File: config.mk
export PLATFORM = sky130hd
export DESIGN_NAME = htc_timer
export DESIGN_NICKNAME = d
export VERILOG_FILES = /design/src/rtl/htc_pkg.sv /design/src/rtl/htc_decode.sv /design/src/rtl/htc_counter.sv /design/src/rtl/htc_cmp_bank.sv /design/src/rtl/htc_timer.sv
export SDC_FILE = /design/constraint.sdc
export NUM_CORES = 1
export LEC_CHECK = 0
export BUFFER_PORTS_ARGS = -buffer_cell sky130_fd_sc_hd__buf_2
export CAP_MARGIN = 20
export CORE_ASPECT_RATIO = 2
export CORE_UTILIZATION = 56
export CTS_CLUSTER_DIAMETER = 30
export DETAILED_ROUTE_END_ITERATION = 6
export GPL_TIMING_DRIVEN = 0
export MAX_ROUTING_LAYER = met4
export PLACE_DENSITY_LB_ADDON = 0.15
export SKIP_CTS_REPAIR_TIMING = 1
export SYNTH_ARGS = -nofsm -noshare
export SYNTH_HDL_FRONTEND = slang
export SYNTH_HIERARCHICAL = 1
export SYNTH_SLANG_ARGS = --single-unit
File: constraint.sdc
create_clock -name clk -period 2.7 [get_ports clk]
set_input_delay 0.135 -clock clk [delete_from_list [all_inputs] [get_ports clk]]
set_output_delay 0.135 -clock clk [all_outputs]
set_load 0.01 [all_outputs]
File: src/rtl/htc_pkg.sv
package htc_pkg;

    typedef enum logic [1:0] {
        REG_NONE,
        REG_CMP,
        REG_TIME
    } region_e;

    typedef enum logic [1:0] {
        PART_LO,
        PART_HI,
        PART_FULL
    } part_e;

    // Fold new write data into an existing 64-bit register according to the part addressed.
    function automatic logic [63:0] fold_write(input logic [63:0] old_val,
                                               input logic [63:0] wdata,
                                               input part_e      part);
        logic [63:0] res;
        unique case (part)
            PART_LO:   res = {old_val[63:32], wdata[31:0]};
            PART_HI:   res = {wdata[31:0], old_val[31:0]};
            PART_FULL: res = wdata;
            default:   res = old_val;
        endcase
        return res;
    endfunction

    // Present a 64-bit register on the read path according to the part addressed.
    function automatic logic [63:0] read_view(input logic [63:0] val,
                                              input part_e      part);
        logic [63:0] res;
        unique case (part)
            PART_LO:   res = {32'h0, val[31:0]};
            PART_HI:   res = {32'h0, val[63:32]};
            PART_FULL: res = val;
            default:   res = '0;
        endcase
        return res;
    endfunction

endpackage

File: src/rtl/htc_decode.sv
module htc_decode
    import htc_pkg::*;
#(
    parameter int ADDR_W    = 16,
    parameter int NHARTS    = 4,
    parameter int CMP_BASE  = 'h0000,
    parameter int TIME_BASE = 'h7FF8,
    parameter int IDX_W     = 2
) (
    input  logic [ADDR_W-1:0] addr,
    input  logic [3:0]        size,
    input  logic              we,
    output region_e           region,
    output part_e             part,
    output logic [IDX_W-1:0]  idx,
    output logic              wr_en
);

    localparam logic [ADDR_W-1:0] CMP_B    = ADDR_W'(CMP_BASE);
    localparam logic [ADDR_W-1:0] CMP_SPAN = ADDR_W'(8 * NHARTS);
    localparam logic [ADDR_W-1:0] TIME_LO  = ADDR_W'(TIME_BASE);
    localparam logic [ADDR_W-1:0] TIME_HI  = ADDR_W'(TIME_BASE + 4);

    logic [ADDR_W-1:0] rel;
    logic              size_ok;
    logic              wide;
    logic              hi_word;

    always_comb begin
        rel     = addr - CMP_B;
        size_ok = (size == 4'd4) || (size == 4'd8);
        wide    = (size == 4'd8);
        region  = REG_NONE;
        hi_word = 1'b0;
        idx     = rel[3 +: IDX_W];

        if (size_ok && (addr[1:0] == 2'b00)) begin
            if ((addr >= CMP_B) && (rel < CMP_SPAN)) begin
                region  = REG_CMP;
                hi_word = rel[2];
            end else if (addr == TIME_LO) begin
                region  = REG_TIME;
                hi_word = 1'b0;
            end else if (addr == TIME_HI) begin
                region  = REG_TIME;
                hi_word = 1'b1;
            end
        end

        unique case ({hi_word, wide})
            2'b00:   part = PART_LO;
            2'b01:   part = PART_FULL;
            2'b10:   part = PART_HI;
            default: part = PART_HI;
        endcase

        // A wide write starting at a high word is illegal and dropped.
        wr_en = we && (region != REG_NONE) && !(hi_word && wide);
    end

endmodule

File: src/rtl/htc_counter.sv
module htc_counter
    import htc_pkg::*;
(
    input  logic        clk,
    input  logic        rst_n,
    input  logic        tick,
    input  logic        load,
    input  part_e       part,
    input  logic [63:0] wdata,
    output logic [63:0] time_q
);

    always_ff @(posedge clk or negedge rst_n) begin
        if (!rst_n) begin
            time_q <= '0;
        end else if (load) begin
            time_q <= fold_write(time_q, wdata, part);
        end else if (tick) begin
            time_q <= time_q + 64'd1;
        end
    end

endmodule

File: src/rtl/htc_cmp_bank.sv
module htc_cmp_bank
    import htc_pkg::*;
#(
    parameter int NHARTS = 4,
    parameter int IDX_W  = 2
) (
    input  logic                    clk,
    input  logic                    rst_n,
    input  logic                    load,
    input  logic [IDX_W-1:0]        idx,
    input  part_e                   part,
    input  logic [63:0]             wdata,
    input  logic [63:0]             time_q,
    output logic [NHARTS-1:0][63:0] cmp_q,
    output logic [NHARTS-1:0]       irq
);

    for (genvar h = 0; h < NHARTS; h++) begin : g_hart
        logic sel;
        assign sel = load && (idx == IDX_W'(h));

        always_ff @(posedge clk or negedge rst_n) begin
            if (!rst_n) begin
                cmp_q[h] <= '1;
            end else if (sel) begin
                cmp_q[h] <= fold_write(cmp_q[h], wdata, part);
            end
        end

        // Registered unsigned comparison against the shared counter.
        always_ff @(posedge clk or negedge rst_n) begin
            if (!rst_n) begin
                irq[h] <= 1'b0;
            end else begin
                irq[h] <= (cmp_q[h] <= time_q);
            end
        end
    end

endmodule

File: src/rtl/htc_timer.sv
module htc_timer
    import htc_pkg::*;
#(
    parameter int ADDR_W    = 16,
    parameter int NHARTS    = 4,
    parameter int CMP_BASE  = 'h0000,
    parameter int TIME_BASE = 'h7FF8
) (
    input  logic              clk,
    input  logic              rst_n,
    input  logic              tick,
    input  logic [ADDR_W-1:0] bus_addr,
    input  logic              bus_we,
    input  logic [3:0]        bus_size,
    input  logic [63:0]       bus_wdata,
    output logic [63:0]       bus_rdata,
    output logic [NHARTS-1:0] irq
);

    localparam int IDX_W = (NHARTS > 1) ? $clog2(NHARTS) : 1;

    region_e                 region;
    part_e                   part;
    logic [IDX_W-1:0]        idx;
    logic                    wr_en;
    logic [63:0]             time_q;
    logic [NHARTS-1:0][63:0] cmp_q;
    logic [63:0]             cmp_sel;

    htc_decode #(
        .ADDR_W   (ADDR_W),
        .NHARTS   (NHARTS),
        .CMP_BASE (CMP_BASE),
        .TIME_BASE(TIME_BASE),
        .IDX_W    (IDX_W)
    ) u_decode (
        .addr  (bus_addr),
        .size  (bus_size),
        .we    (bus_we),
        .region(region),
        .part  (part),
        .idx   (idx),
        .wr_en (wr_en)
    );

    htc_counter u_counter (
        .clk   (clk),
        .rst_n (rst_n),
        .tick  (tick),
        .load  (wr_en && (region == REG_TIME)),
        .part  (part),
        .wdata (bus_wdata),
        .time_q(time_q)
    );

    htc_cmp_bank #(
        .NHARTS(NHARTS),
        .IDX_W (IDX_W)
    ) u_cmp_bank (
        .clk   (clk),
        .rst_n (rst_n),
        .load  (wr_en && (region == REG_CMP)),
        .idx   (idx),
        .part  (part),
        .wdata (bus_wdata),
        .time_q(time_q),
        .cmp_q (cmp_q),
        .irq   (irq)
    );

    always_comb begin
        cmp_sel = '0;
        for (int h = 0; h < NHARTS; h++) begin
            if (idx == IDX_W'(h)) cmp_sel = cmp_q[h];
        end
    end

    always_comb begin
        unique case (region)
            REG_CMP:  bus_rdata = read_view(cmp_sel, part);
            REG_TIME: bus_rdata = read_view(time_q, part);
            default:  bus_rdata = '0;
        endcase
    end

endmodule

==> impl_metrics.py, run 1 <==
metrics = {
    "yosys": {
        "syn_area_um2": 24200,
        "avgSynthCellArea_um2": 8.91,
        "syn-num-nets": 3064,
        "synthFlopType": "dfstp_2",
        "synth_largest_area_cell": "dfstp_2",
        "yosysSeqAreaShare_pct": 34.9,
        "yosysTopAreaCellShare_pct": 27.8,
        "ys_types": 78,
        "synth_edf_count": 0,
        "ys_ff_latch": 324,
        "ys_top_cells_by_area": "dfstp_2, ha_1, dfrtp_1, nand2_1, mux4_2",
        "yosysWarnings": 6,
        "synthCells": 2711,
        "async_flop_share_pct": 100,
    },
    "global_routing": {
        "grt_usage_pct": 70.4,
        "overflow": 41,
        "grt_pass1_wl_um": 214000,
        "grt_max_degree": 88,
        "grt_pass1_vias": 29400,
    },
    "clock_tree": {
        "cts_buffers": 51,
        "cts_max_level": 2,
        "clock-root-buffer": "clkbuf_16",
        "cts_buffer_depth": 3,
        "clock-sinks": 324,
    },
    "floorplan": {
        "die_w_um": 149,
        "io-pin-count": 156,
        "fp.dieH_um": 296,
        "core.rowCount": 107,
        "start_util_pct": 56.8,
    },
    "status": {
        "outcome": "stopped before the end",
        "lastStage": "5_1_grt",
        "firstError": "[ERROR GRT-0116] Global routing finished with congestion. Check the congestion regions in the DRC Viewer.",
    },
    "placed_design": {
        "port_buffers": 154,
        "dp_hpwl_um": 102000,
        "gp_congestion": 1.26,
    },
}
==> metal layers <==
layer / track usage [%] / overflow
met4: 76.7 / 20
met1: 65.2 / 1
met3: 45.2 / 0
met2: 91.9 / 20
met5: - / -
==> kinds of logic after synthesis <==
| family | after synthesis | synth area share, % |
|---|---|---|
| adders and majority gates | 265 | 13.7 |
| xor gates and xnor gates | 1 | 0.0363 |
| buffers and inverters | 260 | 4.46 |
| AOI/OAI and AO/OA | 823 | 20.8 |
| DFF | 324 | 34.9 |
| and+or+nand+nor | 928 | 18.6 |
| muxes | 110 | 7.53 |
==> stage by stage <==
| step | setup WS [ns] | instance area, µm² | utilization [%] | hold WS, ns | std cells |
|---|---|---|---|---|---|
| after CTS | -1.21 | 27700 | 65.1 | -0.454 | 3518 |
| after detailed placement | -1.78 | 26000 | 61.0 | 0.152 | 3423 |
| after global placement | -4.33 | 25800 | 60.6 | 0.461 | 3410 |
| after floorplan | -0.125 | 24300 | - | -0.161 | 2711 |
==> Yosys cell counts, types with 28 or more instances <==
library cell and count:
mux4_2 56, nor4_1 36, nor2_1 142, a22oi_1 124, mux2i_1 52, nand2_1 391
dfrtp_1 68, nand3_1 94, nand4_1 88, inv_1 90, o21ai_0 57, clkbuf_1 136
nor3_1 50, dfstp_2 256, ha_1 265, a21oi_1 196, o21ai_1 247, a21o_1 28
==> run 2, diff against run 1 <==
--- a/config.mk
+++ b/config.mk
@@ -7,12 +7,9 @@
 export LEC_CHECK = 0
 export BUFFER_PORTS_ARGS = -buffer_cell sky130_fd_sc_hd__buf_2
 export CAP_MARGIN = 20
-export CORE_ASPECT_RATIO = 2
-export CORE_UTILIZATION = 56
-export CTS_CLUSTER_DIAMETER = 30
+export CORE_UTILIZATION = 40
 export DETAILED_ROUTE_END_ITERATION = 6
 export GPL_TIMING_DRIVEN = 0
-export MAX_ROUTING_LAYER = met4
 export PLACE_DENSITY_LB_ADDON = 0.15
 export SKIP_CTS_REPAIR_TIMING = 1
 export SYNTH_ARGS = -nofsm -noshare
==> constraint.sdc (replaced) <==
create_clock -name clk -period 3.51 [get_ports clk]
set_input_delay 0.1755 -clock clk [delete_from_list [all_inputs] [get_ports clk]]
set_output_delay 0.1755 -clock clk [all_outputs]
set_load 0.01 [all_outputs]
==> impl_metrics.py, run 2 <==
metrics = {
    "status": {
        "outcome": "finished, violations left",
        "violations": "design-rule violations, negative hold slack",
    },
    "pwr": {
        "ir_drop_mv": 0.491,
        "power_frac_comb_pct": 35.6,
        "switching_share_pct": 43.8,
        "finalPower_mw": 15.0,
        "clkPwrFrac_pct": 32.4,
        "sequentialPowerShare_pct": 32.0,
        "power_density_nw_per_um2": 538,
        "p_switching_mw": 6.56,
        "power.internal_mw": 8.41,
        "power_leakage_nw": 11.9,
    },
    "timing": {
        "drv_slew": 0,
        "timing.fmax_mhz": 288,
        "setup_viol": 0,
        "period_minus_slack_ns": 3.47,
        "max_slew_margin_pct": 21.7,
        "hold_ws_ns": -0.0102,
        "period_share_pct": 98.9,
        "rsz0062_at_grt": "true",
        "setup_tns_ns": 0,
        "fin_skew_ns": 0.0258,
        "tightest_slew_ns": 1.16,
        "setup_ws_ns": 0.0376,
        "hold_viol": 9,
    },
    "clock_tree": {
        "cts_max_level": 2,
        "cts_tree": "done",
        "path_clk_slew_ns": 0.06,
        "worst_skew_pair.late_latency_ns": 0.60,
        "cts_buffer_depth": 3,
        "clock-root-buffer": "clkbuf_16",
        "cts_buffers": 42,
        "clock-sinks": 324,
    },
    "drt": {
        "wl_um": 130000,
        "vias_per_cell": 6.77,
        "drtIter0Drc": 3561,
        "route.detailed.drc": 27,
        "wl_per_cell_um": 34.8,
        "drtAntennaViolNets": 0,
        "first_pass_iters": 7,
        "dr_total_vias": 25300,
    },
    "global_routing": {
        "overflow": 0,
        "antenna_found_initial": 6,
        "grt_pass1_wl_um": 180000,
        "grt_pass1_vias": 23600,
        "grt_max_degree": 113,
        "grt_usage_pct": 42.0,
    },
    "setup_path": {
        "crit_fanout": 10,
        "crit_path_start_kind": "input port",
        "crit_type": "input port to register",
        "critPathCaptureType": "register",
        "crit_required_ns": 4.02,
        "arrival_ns": 3.98,
    },
    "layout": {
        "multiInputGateArea_um2": 14800,
        "nets": 3281,
        "largest_register": "u_cmp_bank/cmp_q",
        "top_regs": "u_cmp_bank/cmp_q: 256 flops, u_counter/time_q: 64 flops, u_cmp_bank/irq: 4 flops",
        "syn_to_final_growth_pct": 15.2,
        "finish.utilization_pct": 46.9,
        "seqCellArea_um2": 8430,
        "largest_reg_flops": 256,
        "final_common_cell": "nand2_1",
        "final_cell_mix": "nand2_1, ha_1, dfstp_2",
        "drive_above_1_share_pct": 21.5,
        "fillers": 5790,
    },
    "floorplan": {
        "io-pin-count": 156,
        "core.rowCount": 89,
        "fp.dieH_um": 248,
        "core_um2": 59400,
        "die_w_um": 248,
        "start_util_pct": 40.7,
        "dieArea_um2": 61400,
    },
    "run": {
        "maxCapViolations": 0,
    },
    "yosys": {
        "yosysWarnings": 6,
        "ys_ff_latch": 324,
        "synthCells": 2711,
        "syn_area_um2": 24200,
        "synth_common_cells": "nand2_1, ha_1, dfstp_2",
        "yosysSeqAreaShare_pct": 34.9,
        "synth_edf_count": 0,
        "async_flop_share_pct": 100,
        "synth.most_common_cell": "nand2_1",
        "ys_types": 78,
        "syn-num-nets": 3064,
        "avgSynthCellArea_um2": 8.91,
        "synth_largest_area_cell": "dfstp_2",
        "yosysTopAreaCellShare_pct": 27.8,
        "ys_top_cells_by_area": "dfstp_2, ha_1, dfrtp_1, nand2_1, mux4_2",
        "synthFlopType": "dfstp_2",
    },
    "placed_design": {
        "pre_cts_ws_ns": -2.00,
        "gp_congestion": 1.08,
        "dp_hpwl_um": 101000,
        "port_buffers": 154,
    },
    "min_path": {
        "hold_class": "input port to asynchronous set/reset pin",
    },
}
## run 2: cell counts after synthesis
No cell type changed its count.
## run 2: per-stage QoR
stage	cells	instance area [µm²]	hold slack, ns
floorplan	2711	24200	-0.120
global placement	3638	25900	0.462
detailed placement	3650	26100	0.0115
CTS	3728	27600	-0.626
global route	3735	27800	0.00609
finish	3740	27800	-0.0102
## run 2: power by group through the flow
stage	clock network [mW]	logic [mW]	registers [mW]
final	4.85	5.33	4.79
after detailed placement	0	4.98	4.78
after floorplan	0	3.18	4.28
after global routing	5.01	5.59	4.75
after global placement	0	4.94	4.77
after CTS	4.90	5.00	4.72
## run 2: final timing paths
kind | startpoint | endpoint | slack, ns | cells after the start
worst max-delay path | bus_addr[15] | u_counter/time_q[47]$_DFFE_PN0P_ | 0.04 | 13
worst min-delay path | rst_n | u_counter/time_q[11]$_DFFE_PN0P_ | -0.01 | 2
worst max register to register | u_counter/time_q[10]$_DFFE_PN0P_ | u_counter/time_q[53]$_DFFE_PN0P_ | 0.12 | 7
worst min register to register | u_cmp_bank/cmp_q[143]$_DFFE_PN1P_ | u_cmp_bank/cmp_q[143]$_DFFE_PN1P_ | 0.48 | 2
max in group asynchronous | rst_n | u_cmp_bank/cmp_q[118]$_DFFE_PN1P_ | 2.20 | 4
min in group clk | bus_wdata[5] | u_cmp_bank/cmp_q[197]$_DFFE_PN1P_ | 0 | 3
## run 2: cells by family after synthesis
kind of cell / synth area share, %
DFF: 34.9
AOI/OAI and AO/OA: 20.8
xor gates and xnor gates: 0.0363
buffers and inverters: 4.46
muxes: 7.53
and+or+nand+nor: 18.6
adders and majority gates: 13.7
## run 2: per-layer routing
metal  track usage [%]  vias up  wire length [µm]
li1                  -    10600                 -
met1              56.8    12500             52500
met2              59.7     1789             53100
met3              11.6      381             15800
met4              24.2        4              8700
met5                 0        -                18
## run 2: layout make-up
| class | instances | area share (%) |
|---|---|---|
| clock buffers | 57 | 4.27 |
| plain buffers | 169 | 2.76 |
| diodes | 5 | 0.0450 |
| repair buffers | 174 | 3.62 |
| inverters | 90 | 1.21 |
| clock inverters | 21 | 1.15 |
| multi-input cells | 2127 | 53.2 |
| flip-flops and latches | 324 | 30.3 |
| well taps | 773 | 3.48 |
## run 2: critical path, cell delays in order
cell	delay (ns)
buf_2	0.10
nand4b_1	0.15
or4_1	0.58
nor3_2	0.25
ha_4	0.27
clkbuf_2	0.25
and2_1	0.25
clkbuf_4	0.29
nand2b_1	0.22
o21a_1	0.29
clkbuf_2	0.27
or4b_2	0.72
nand3_1	0.14
No activity file was read; power rests on OpenSTA's default activity.
